## src/rtl/fts_pkg.sv

```systemverilog
package fts_pkg;
  typedef enum logic [1:0] {
    OP_IDLE = 2'd0,
    OP_RD   = 2'd1,
    OP_WR   = 2'd2
  } op_e;
endpackage

```

## src/rtl/fts_cycle_decode.sv

```systemverilog
module fts_cycle_decode
  import fts_pkg::*;
#(
  parameter int LANES = 4
) (
  input  logic             clk,
  input  logic             rst_n,
  input  logic             ce1_n,
  input  logic             ce2,
  input  logic             ce3_n,
  input  logic             adsp_n,
  input  logic             adsc_n,
  input  logic             adv_n,
  input  logic             gw_n,
  input  logic             bwe_n,
  input  logic [LANES-1:0] bw_n,
  input  logic             active_q,
  output op_e              op_nxt,
  output logic             load,
  output logic             advance,
  output logic             active_nxt,
  output logic [LANES-1:0] lanes_nxt
);
  logic sel, p_take, strobe, wr_req;

  assign sel    = !ce1_n && ce2 && !ce3_n;
  assign p_take = !adsp_n && !ce1_n;
  assign strobe = p_take || !adsc_n;
  assign wr_req = !gw_n || (!bwe_n && (bw_n != {LANES{1'b1}}));

  always_comb begin
    lanes_nxt = '0;
    if (!gw_n)       lanes_nxt = {LANES{1'b1}};
    else if (!bwe_n) lanes_nxt = ~bw_n;
  end

  always_comb begin
    op_nxt     = OP_IDLE;
    load       = 1'b0;
    advance    = 1'b0;
    active_nxt = active_q;
    if (strobe) begin
      if (sel) begin
        load       = 1'b1;
        active_nxt = 1'b1;
        op_nxt     = (p_take || !wr_req) ? OP_RD : OP_WR;
      end else begin
        active_nxt = 1'b0;
      end
    end else if (active_q) begin
      advance = !adv_n;
      op_nxt  = wr_req ? OP_WR : OP_RD;
    end
  end

  p_proc_read_r3: assert property (@(posedge clk) disable iff (!rst_n)
    (!adsp_n && !ce1_n) |-> (op_nxt != OP_WR));
  p_desel_quiet_r1: assert property (@(posedge clk) disable iff (!rst_n)
    (!(ce2 && !ce3_n) && !adsc_n) |-> (op_nxt == OP_IDLE && !active_nxt));
  p_gw_all_lanes_r4: assert property (@(posedge clk) disable iff (!rst_n)
    (!gw_n && op_nxt == OP_WR) |-> (lanes_nxt == {LANES{1'b1}}));
endmodule

```

## src/rtl/fts_burst_addr.sv

```systemverilog
module fts_burst_addr #(
  parameter int ADDR_W = 6
) (
  input  logic              clk,
  input  logic              rst_n,
  input  logic              load,
  input  logic              advance,
  input  logic              seq_ilv,
  input  logic [ADDR_W-1:0] addr_in,
  output logic [ADDR_W-1:0] mem_addr
);
  localparam int HI_W = ADDR_W - 2;

  logic [ADDR_W-1:0] base_q;
  logic [1:0]        cnt_q;
  logic [1:0]        low;

  always_ff @(posedge clk) begin
    if (!rst_n) begin
      base_q <= '0;
      cnt_q  <= '0;
    end else if (load) begin
      base_q <= addr_in;
      cnt_q  <= '0;
    end else if (advance) begin
      cnt_q  <= cnt_q + 2'd1;
    end
  end

  generate
    if (HI_W > 0) begin : g_ok
      assign low      = seq_ilv ? (base_q[1:0] ^ cnt_q) : (base_q[1:0] + cnt_q);
      assign mem_addr = {base_q[ADDR_W-1:2], low};
    end
  endgenerate

  p_upper_hold_r5: assert property (@(posedge clk) disable iff (!rst_n)
    !load |=> (mem_addr[ADDR_W-1:2] == $past(mem_addr[ADDR_W-1:2])));
  p_suspend_hold_r6: assert property (@(posedge clk) disable iff (!rst_n)
    (!load && !advance) |=> (mem_addr == $past(mem_addr)));
endmodule

```

## src/rtl/fts_lane_array.sv

```systemverilog
module fts_lane_array #(
  parameter int ADDR_W = 6,
  parameter int LANES  = 4,
  parameter int LANE_W = 9
) (
  input  logic                    clk,
  input  logic [ADDR_W-1:0]       addr,
  input  logic [LANES-1:0]        lane_we,
  input  logic [LANES*LANE_W-1:0] wr_data,
  output logic [LANES*LANE_W-1:0] rd_data
);
  localparam int DEPTH = 1 << ADDR_W;

  generate
    for (genvar g = 0; g < LANES; g++) begin : g_lane
      logic [LANE_W-1:0] store [DEPTH];
      always_ff @(posedge clk) begin
        if (lane_we[g]) store[addr] <= wr_data[g*LANE_W +: LANE_W];
      end
      assign rd_data[g*LANE_W +: LANE_W] = store[addr];
    end
  endgenerate
endmodule

```

## src/rtl/fts_burst_ctrl.sv

```systemverilog
module fts_burst_ctrl
  import fts_pkg::*;
#(
  parameter int ADDR_W = 6,
  parameter int LANES  = 4,
  parameter int LANE_W = 9
) (
  input  logic                    clk,
  input  logic                    rst_n,
  input  logic                    ce1_n,
  input  logic                    ce2,
  input  logic                    ce3_n,
  input  logic                    adsp_n,
  input  logic                    adsc_n,
  input  logic                    adv_n,
  input  logic                    gw_n,
  input  logic                    bwe_n,
  input  logic [LANES-1:0]        bw_n,
  input  logic                    oe_n,
  input  logic                    seq_ilv,
  input  logic [ADDR_W-1:0]       addr,
  input  logic [LANES*LANE_W-1:0] wdata,
  output logic [ADDR_W-1:0]       mem_addr,
  output logic [LANES*LANE_W-1:0] rd_data,
  output logic [LANES-1:0]        lane_we,
  output logic                    dq_oe
);
  localparam int DATA_W = LANES * LANE_W;

  op_e               op_q, op_nxt;
  logic              active_q, active_nxt, load, advance;
  logic              mask_q, wrlock_q;
  logic [LANES-1:0]  lanes_nxt, lanes_q;
  logic [DATA_W-1:0] wdata_q;

  fts_cycle_decode #(.LANES(LANES)) u_dec (
    .clk(clk), .rst_n(rst_n), .ce1_n(ce1_n), .ce2(ce2), .ce3_n(ce3_n),
    .adsp_n(adsp_n), .adsc_n(adsc_n), .adv_n(adv_n), .gw_n(gw_n),
    .bwe_n(bwe_n), .bw_n(bw_n), .active_q(active_q), .op_nxt(op_nxt),
    .load(load), .advance(advance), .active_nxt(active_nxt),
    .lanes_nxt(lanes_nxt)
  );

  fts_burst_addr #(.ADDR_W(ADDR_W)) u_addr (
    .clk(clk), .rst_n(rst_n), .load(load), .advance(advance),
    .seq_ilv(seq_ilv), .addr_in(addr), .mem_addr(mem_addr)
  );

  fts_lane_array #(.ADDR_W(ADDR_W), .LANES(LANES), .LANE_W(LANE_W)) u_arr (
    .clk(clk), .addr(mem_addr), .lane_we(lane_we), .wr_data(wdata_q),
    .rd_data(rd_data)
  );

  always_ff @(posedge clk) begin
    if (!rst_n) begin
      op_q     <= OP_IDLE;
      active_q <= 1'b0;
      mask_q   <= 1'b0;
      wrlock_q <= 1'b0;
      lanes_q  <= '0;
      wdata_q  <= '0;
    end else begin
      op_q     <= op_nxt;
      active_q <= active_nxt;
      mask_q   <= load && (op_nxt == OP_RD) && (op_q == OP_IDLE);
      lanes_q  <= (op_nxt == OP_WR) ? lanes_nxt : '0;
      wdata_q  <= wdata;
      if (op_nxt == OP_WR) wrlock_q <= 1'b1;
      else if (load)       wrlock_q <= 1'b0;
    end
  end

  assign lane_we = lanes_q;
  assign dq_oe   = (op_q == OP_RD) && !oe_n && !mask_q && !wrlock_q;

  p_wr_blocks_oe_r9: assert property (@(posedge clk) disable iff (!rst_n)
    (lane_we != '0) |-> !dq_oe);
  p_first_rd_masked_r10: assert property (@(posedge clk) disable iff (!rst_n)
    ($past(op_q) == OP_IDLE && op_q == OP_RD) |-> !dq_oe);
  p_idle_quiet_r7: assert property (@(posedge clk) disable iff (!rst_n)
    (op_q == OP_IDLE) |-> (lane_we == '0 && !dq_oe));
endmodule

```

## config.mk

```make
export PLATFORM = sky130hd
export DESIGN_NAME = fts_burst_ctrl
export DESIGN_NICKNAME = d
export VERILOG_FILES = /design/src/rtl/fts_pkg.sv /design/src/rtl/fts_cycle_decode.sv /design/src/rtl/fts_burst_addr.sv /design/src/rtl/fts_lane_array.sv /design/src/rtl/fts_burst_ctrl.sv
export SDC_FILE = /design/constraint.sdc
export NUM_CORES = 2
export LEC_CHECK = 0
export CAP_MARGIN = 20
export CORE_ASPECT_RATIO = 1.4
export CORE_UTILIZATION = 60
export CTS_CLUSTER_DIAMETER = 30
export DETAILED_ROUTE_END_ITERATION = 10
export DONT_BUFFER_PORTS = 1
export PLACE_DENSITY = 0.76
export SLEW_MARGIN = 10
export SYNTH_ARGS = -nofsm -noshare
export SYNTH_HDL_FRONTEND = slang
export SYNTH_SLANG_ARGS = --single-unit
export TNS_END_PERCENT = 100
```

## constraint.sdc

```tcl
create_clock -name clk -period 6.4 [get_ports clk]
set_input_delay 0.32 -clock clk [delete_from_list [all_inputs] [get_ports clk]]
set_output_delay 0.32 -clock clk [all_outputs]
set_load 0.01 [all_outputs]
```

After elaboration in Yosys (flattened, before gate mapping)
Memories as Yosys holds them, arrays and structs flattened.
Cells that the tools add are included.
{"block": "classes", "reduce_logical": 27, "mux": 22, "addsub": 2, "n_eq_ne": 4, "bitwise": 3}
{"op": "two-way mux 1 bit", "count": 14}
{"op": "two-way mux 2 bit", "count": 6}
{"op": "zero test 1 bit", "count": 11}
{"op": "logical AND 1 bit", "count": 9}
{"op": "two-way mux 4 bit", "count": 2}
{"op": "== test 2 x 1 -> 1 bit, second input constant", "count": 2}
{"op": "!= test 4 bit, second input constant", "count": 1}
{"op": "NOT 4 bit", "count": 1}
{"op": "logical OR 1 bit", "count": 3}
{"op": "adder 2 x 1 -> 2 bit, second input constant", "count": 1}
{"op": "adder 2 bit", "count": 1}
{"op": "== test 2 bit, second input constant", "count": 1}
{"op": "zero test 2 bit", "count": 1}
{"op": "AND reduction 2 bit", "count": 1}
{"op": "nonzero test 2 bit", "count": 1}
{"op": "OR reduction 2 bit", "count": 1}
{"op": "bitwise XOR 2 bit", "count": 1}
{"op": "NOT 1 bit", "count": 1}
{"block": "totals", "ff_bits": 53, "memories": 4, "mem_bits_rw": 2304, "wordCells": 70, "output_inout_bits": 47, "input_bits": 58}
{"memory": "u_arr.g_lane[0].store", "depth": 64, "width": 9, "rd": 1, "rd_clocked_by_memory_dff": 0, "write_ports": 1, "line_no": "fts_lane_array.sv:16", "source": "logic [LANE_W-1:0] store [DEPTH];"}
{"memory": "u_arr.g_lane[1].store", "depth": 64, "width": 9, "rd": 1, "rd_clocked_by_memory_dff": 0, "write_ports": 1, "line_no": "fts_lane_array.sv:16"}
{"memory": "u_arr.g_lane[2].store", "depth": 64, "width": 9, "rd": 1, "rd_clocked_by_memory_dff": 0, "write_ports": 1, "line_no": "fts_lane_array.sv:16"}
{"memory": "u_arr.g_lane[3].store", "depth": 64, "width": 9, "rd": 1, "rd_clocked_by_memory_dff": 0, "write_ports": 1, "line_no": "fts_lane_array.sv:16"}

Longest topological paths before layout
{"block": "depth", "ltp_word": 11, "depth_mapped": 14}

Hierarchy
From an unflattened synthesis, not the netlist that was laid out.
{"block": "unflattened", "cells_unflattened": 5176, "hier_area_um2": 89348.2}
{"mod": "fts_lane_array", "seq_area_each_um2": 69186.4, "cells_per_inst": 5023, "area_per_inst_um2": 87589.0, "n_inst": 1}
{"mod": "fts_burst_ctrl", "seq_area_each_um2": 900.9, "cells_per_inst": 100, "area_per_inst_um2": 1257.5, "n_inst": 1}
{"mod": "fts_burst_addr", "seq_area_each_um2": 160.2, "cells_per_inst": 36, "area_per_inst_um2": 391.6, "n_inst": 1}
{"mod": "fts_cycle_decode", "seq_area_each_um2": 0.0, "cells_per_inst": 17, "area_per_inst_um2": 110.1, "n_inst": 1}

Worst setup path after synthesis
No wires, ideal clock.
{"block": "synth_path", "kind": "register to output", "start": "register u_addr.cnt_q[0]", "end": "output rd_data[17]", "path_buffers": 3, "t_arrival_ns": 2.793, "t_required_ns": 6.080, "path_slack_ns": 3.287, "stages_incl_launch_ff": 10, "cell_sequence": "dfxtp_1 > ha_1 > buf_2 > buf_2 > buf_1 > mux4_2 > a22oi_1 > o21ai_1 > a311oi_1 > nand4_1"}
{"block": "synth_between", "elab_chain_cells": 3}
{"item": "start: declaration", "line_no": "fts_burst_addr.sv:15", "source": "logic [1:0] cnt_q;"}
{"item": "start signal: assignment", "line_no": "fts_burst_addr.sv:26", "source": "cnt_q <= cnt_q + 2'd1;"}
{"item": "adder 2 bit / bitwise XOR 2 bit (equally long branches)", "line_no": "fts_burst_addr.sv:32", "source": "assign low = seq_ilv ? (base_q[1:0] ^ cnt_q) : (base_q[1:0] + cnt_q);"}
{"item": "two-way mux 2 bit *", "line_no": "fts_burst_addr.sv:32"}
{"item": "named net mem_addr[0]", "line_no": "fts_burst_ctrl.sv:23", "source": "output logic [ADDR_W-1:0] mem_addr,"}
{"item": "memory read (64 x 9 bit) *"}
{"item": "end: declaration", "line_no": "fts_burst_ctrl.sv:24", "source": "output logic [LANES*LANE_W-1:0] rd_data,"}
Mark *: on every way through the listed nets, which the timed path passes. The rest lies on a longest branch.

Final worst setup path
{"block": "layout_path", "start": "register u_addr.cnt_q[1]", "end": "output rd_data[32]"}
{"block": "layout_between", "elab_chain_cells": 3}
{"item": "adder 2 bit / bitwise XOR 2 bit (equally long branches)", "line_no": "fts_burst_addr.sv:32"}
{"item": "two-way mux 2 bit *", "line_no": "fts_burst_addr.sv:32"}
{"item": "memory read (64 x 9 bit) *"}
Mark *: on every way between the ends. The rest lies on a longest branch, timed or not.

==> results.toml <==
[critical_path]
critical_path.startpoint_type = "register"
reg2reg_setup_slack_ps = 1970
rr_worst_depth = 6
worstPathArrival_ps = 5120
path_max_fanout = 82
r2r-start = "u_addr.cnt_q[1]"
cp_data_required_time_ps = 6080
crit_type = "register to output pin"
reg2reg_to = "u_arr.g_lane[1].store[17][7]"
crit_path_end_kind = "output pin"

[floorplanning]
die_h_um = 464
ios = 105
start_util = 0.604
core_area_mm2 = 0.151
dieArea_mm2 = 0.154
fp.dieW_um = 332
row_count = 169

[sta]
skew_ps = 76.0
hold_viol_final = 0
finalSetupTns_ps = 0
period_share = 0.850
setup_slack_ps = 958
whs_ps = 61.9
setup_viol = 0
worstMarginPinSlew_ps = 1190
rsz0062_at_grt = "no"
min_period_ps = 5440
slew_violations = 0
relSlewSlack = 0.203
clock.fmax_mhz = 184

[detailed_routing]
via_per_inst = 7.02
wl_um = 257000
wl_per_cell_um = 33.5
ant_nets = 0
dr.first_iter.drc_count = 8518
firstDrtPassIters = 6
via_count = 53900
route.detailed.drc = 0

[logic_synthesis]
ys_types = 54
synth_xor_xnor_area_share = 0.000643
synthArstFlopShare = 0
synth_warnings = 0
syn-num-nets = 5331
yosysSeqAreaShare = 0.768
ys.flop_type = "edfxtp_1"
synth_seq_cells = 2357
syn_area_mm2 = 0.0915
synthSimpleGateAreaFrac = 0.0705
synth_top_family_by_area = "multiplexers"
yosys-mux-area-fraction = 0.0940
syn-mean-instance-area_um2 = 17.3
synth_edf_count = 2304
syn_inst = 5272
synth_compound_area_frac = 0.0497
synthAdderAreaFrac = 0.000137

[final_layout]
drive_above_1_share = 0.189
nNetsFinal = 5501
layout_commonest_cell = "edfxtp_1"
fin_cells = 7674
area_growth_pct = 15.6
fin_area_mm2 = 0.106
final_util = 0.698
final_cell_mix = "edfxtp_1, nand2_1, clkbuf_16"

[placed_design]
dp_slack_ps = 2120
placed_area_mm2 = 0.0937
dp_cells = 6981
gp_congestion = 0.889
port_buffers = 0
dp_hpwl_um = 145000

[clocking]
clk_path_buf_depth = 4
tritoncts = "yes"
cts_setup_buffers = 0
cts_root_buf = "clkbuf_16"
cts-buffers-inserted = 334
insertion_delay_ps = 950
clk_pin_slew_worst_paths_ps = 70
cts.sinks = 2357
ctsResizeCount = 0
htreeDepth = 5

[worst_hold_path]
min_from = "wdata[35]"
hp-class = "primary input to register"
hold_path_depth = 2
hold_end = "wdata_q[35]"

[power]
p_per_area_mw_per_mm2 = 343
pwr-share-seq = 0.468
ir_worst_vdd_v = 0.000311
pwr-share-clk = 0.502
p_comb_frac = 0.030
power_mw = 36.3
internal-power_mw = 28.3
swShare = 0.221
power.leakage_nw = 34.0
power_switching_mw = 8.03

[job]
max_cap_viol_count = 0

[global_routing]
grt_pass1_wl_um = 367000
grt_pass1_vias = 53700
grt_max_degree = 181
track_usage = 0.333
grt_antenna_before_repair = 18
grt_overflow = 0

[outcome]
run_status = "complete, no violations"
[metal layers]
layer,GRT usage,routed length (µm)
met5,0,18
met4,0.197,17400
met3,0.0845,32300
met2,0.532,123000
met1,0.414,84200
[logic make-up (layout without fill, tap and decap cells)]
kind of cell | count (synthesis) | count (layout)
flops | 2357 | 2357
simple gates | 1426 | 1426
compound gates | 623 | 623
mux | 487 | 487
buf+inv | 373 | 795
xor+xnor | 5 | 5
fa+ha+maj | 1 | 1
other cells | 0 | 14
[worst max-delay path by stage]
stage | from | depth (start not counted) | endpoint | slack [ps]
after detailed placement | u_addr.cnt_q[1] | 6 | u_arr.g_lane[2].store[49][6] | 2120
after global placement | u_addr.cnt_q[0] | 7 | rd_data[30] | 2230
after floorplan | u_addr.cnt_q[0] | 9 | rd_data[17] | 3290
after global routing | u_addr.cnt_q[1] | 7 | rd_data[32] | 1000
after CTS | u_addr.cnt_q[1] | 7 | rd_data[12] | 1200
final | u_addr.cnt_q[1] | 7 | rd_data[32] | 960
[cell usage after synthesis (2+ instances only)]
cell type  number  area [µm²]
a21oi_1        41         205
o211ai_1       54         405
mux4_2        294        6620
o31ai_1         2        15.0
a32oi_1        60         526
a31oi_1       118         738
buf_4          14         105
o21a_1          5        37.5
mux2_2         36         405
a311oi_1       22         193
buf_2          74         370
dfxtp_1        53        1060
edfxtp_1     2304       69200
nor2_1        159         597
xnor2_2         2        32.5
nand2_1       749        2810
a22o_1         34         298
o22ai_1        20         125
or3_1          18         113
o2111ai_1      17         149
a22oi_1        50         375
nand4_1        39         244
a221oi_1       17         149
and2_1         42         263
or4_1           2        15.0
and4_1         15         131
xor2_1          2        17.5
and3_1        180        1130
nor2b_1        10        62.6
nor3_1         19        95.1
a21boi_0        2        15.0
buf_1          33         124
nand2b_1        8        50.1
inv_1           2        7.51
nand4b_1        2        17.5
o311ai_0       34         298
mux2i_1       157        1570
nand3_1       180         901
o21ai_0        71         355
a211oi_1        2        15.0
o221ai_1       55         482
clkbuf_1      248         931
a2bb2oi_1      15         131
[registers in the layout, summed over array words and instances (netlist names)]
register,count
op_q,2
mask_q,1
active_q,1
wrlock_q,1
u_addr.cnt_q,2
u_arr.g_lane.store,2304
lane_we,4
wdata_q,36
u_addr.base_q,6
[worst max-delay path: stages, from the launching register on]
cell and delay (ps):
dfxtp_1 400, xnor2_2 400, xnor2_4 150, inv_8 520, buf_4 530, mux4_2 600, o21ai_0 700, nand4_1 900
[final cells by class]
| type | count | area, µm² |
|---|---|---|
| Timing Repair Buffer | 204 | 1970 |
| Sequential cell | 2357 | 70300 |
| Multi-Input combinational cell | 2542 | 19900 |
| Antenna cell | 14 | 35.0 |
| Clock buffer | 359 | 8560 |
| Tap cell | 1966 | 2460 |
| Fill cell | 8820 | 45700 |
| Clock inverter | 229 | 2510 |
| Inverter | 3 | 18.8 |
[power groups by stage]
stage | sequential [mW] | combinational (mW) | clock [mW]
finish | 17.0 | 1.09 | 18.2
global placement | 17.3 | 0.981 | 0
CTS | 17.0 | 1.06 | 18.2
floorplan | 17.4 | 0.451 | 0
global route | 17.0 | 1.11 | 18.9
detailed placement | 17.3 | 1.01 | 0
[repair_timing]
action	4_1_cts	5_1_grt
hold buffers	87	0
hold endpoints to repair	53	0
setup endpoints to repair	0	0
No activity file was read; power rests on OpenSTA's default activity.
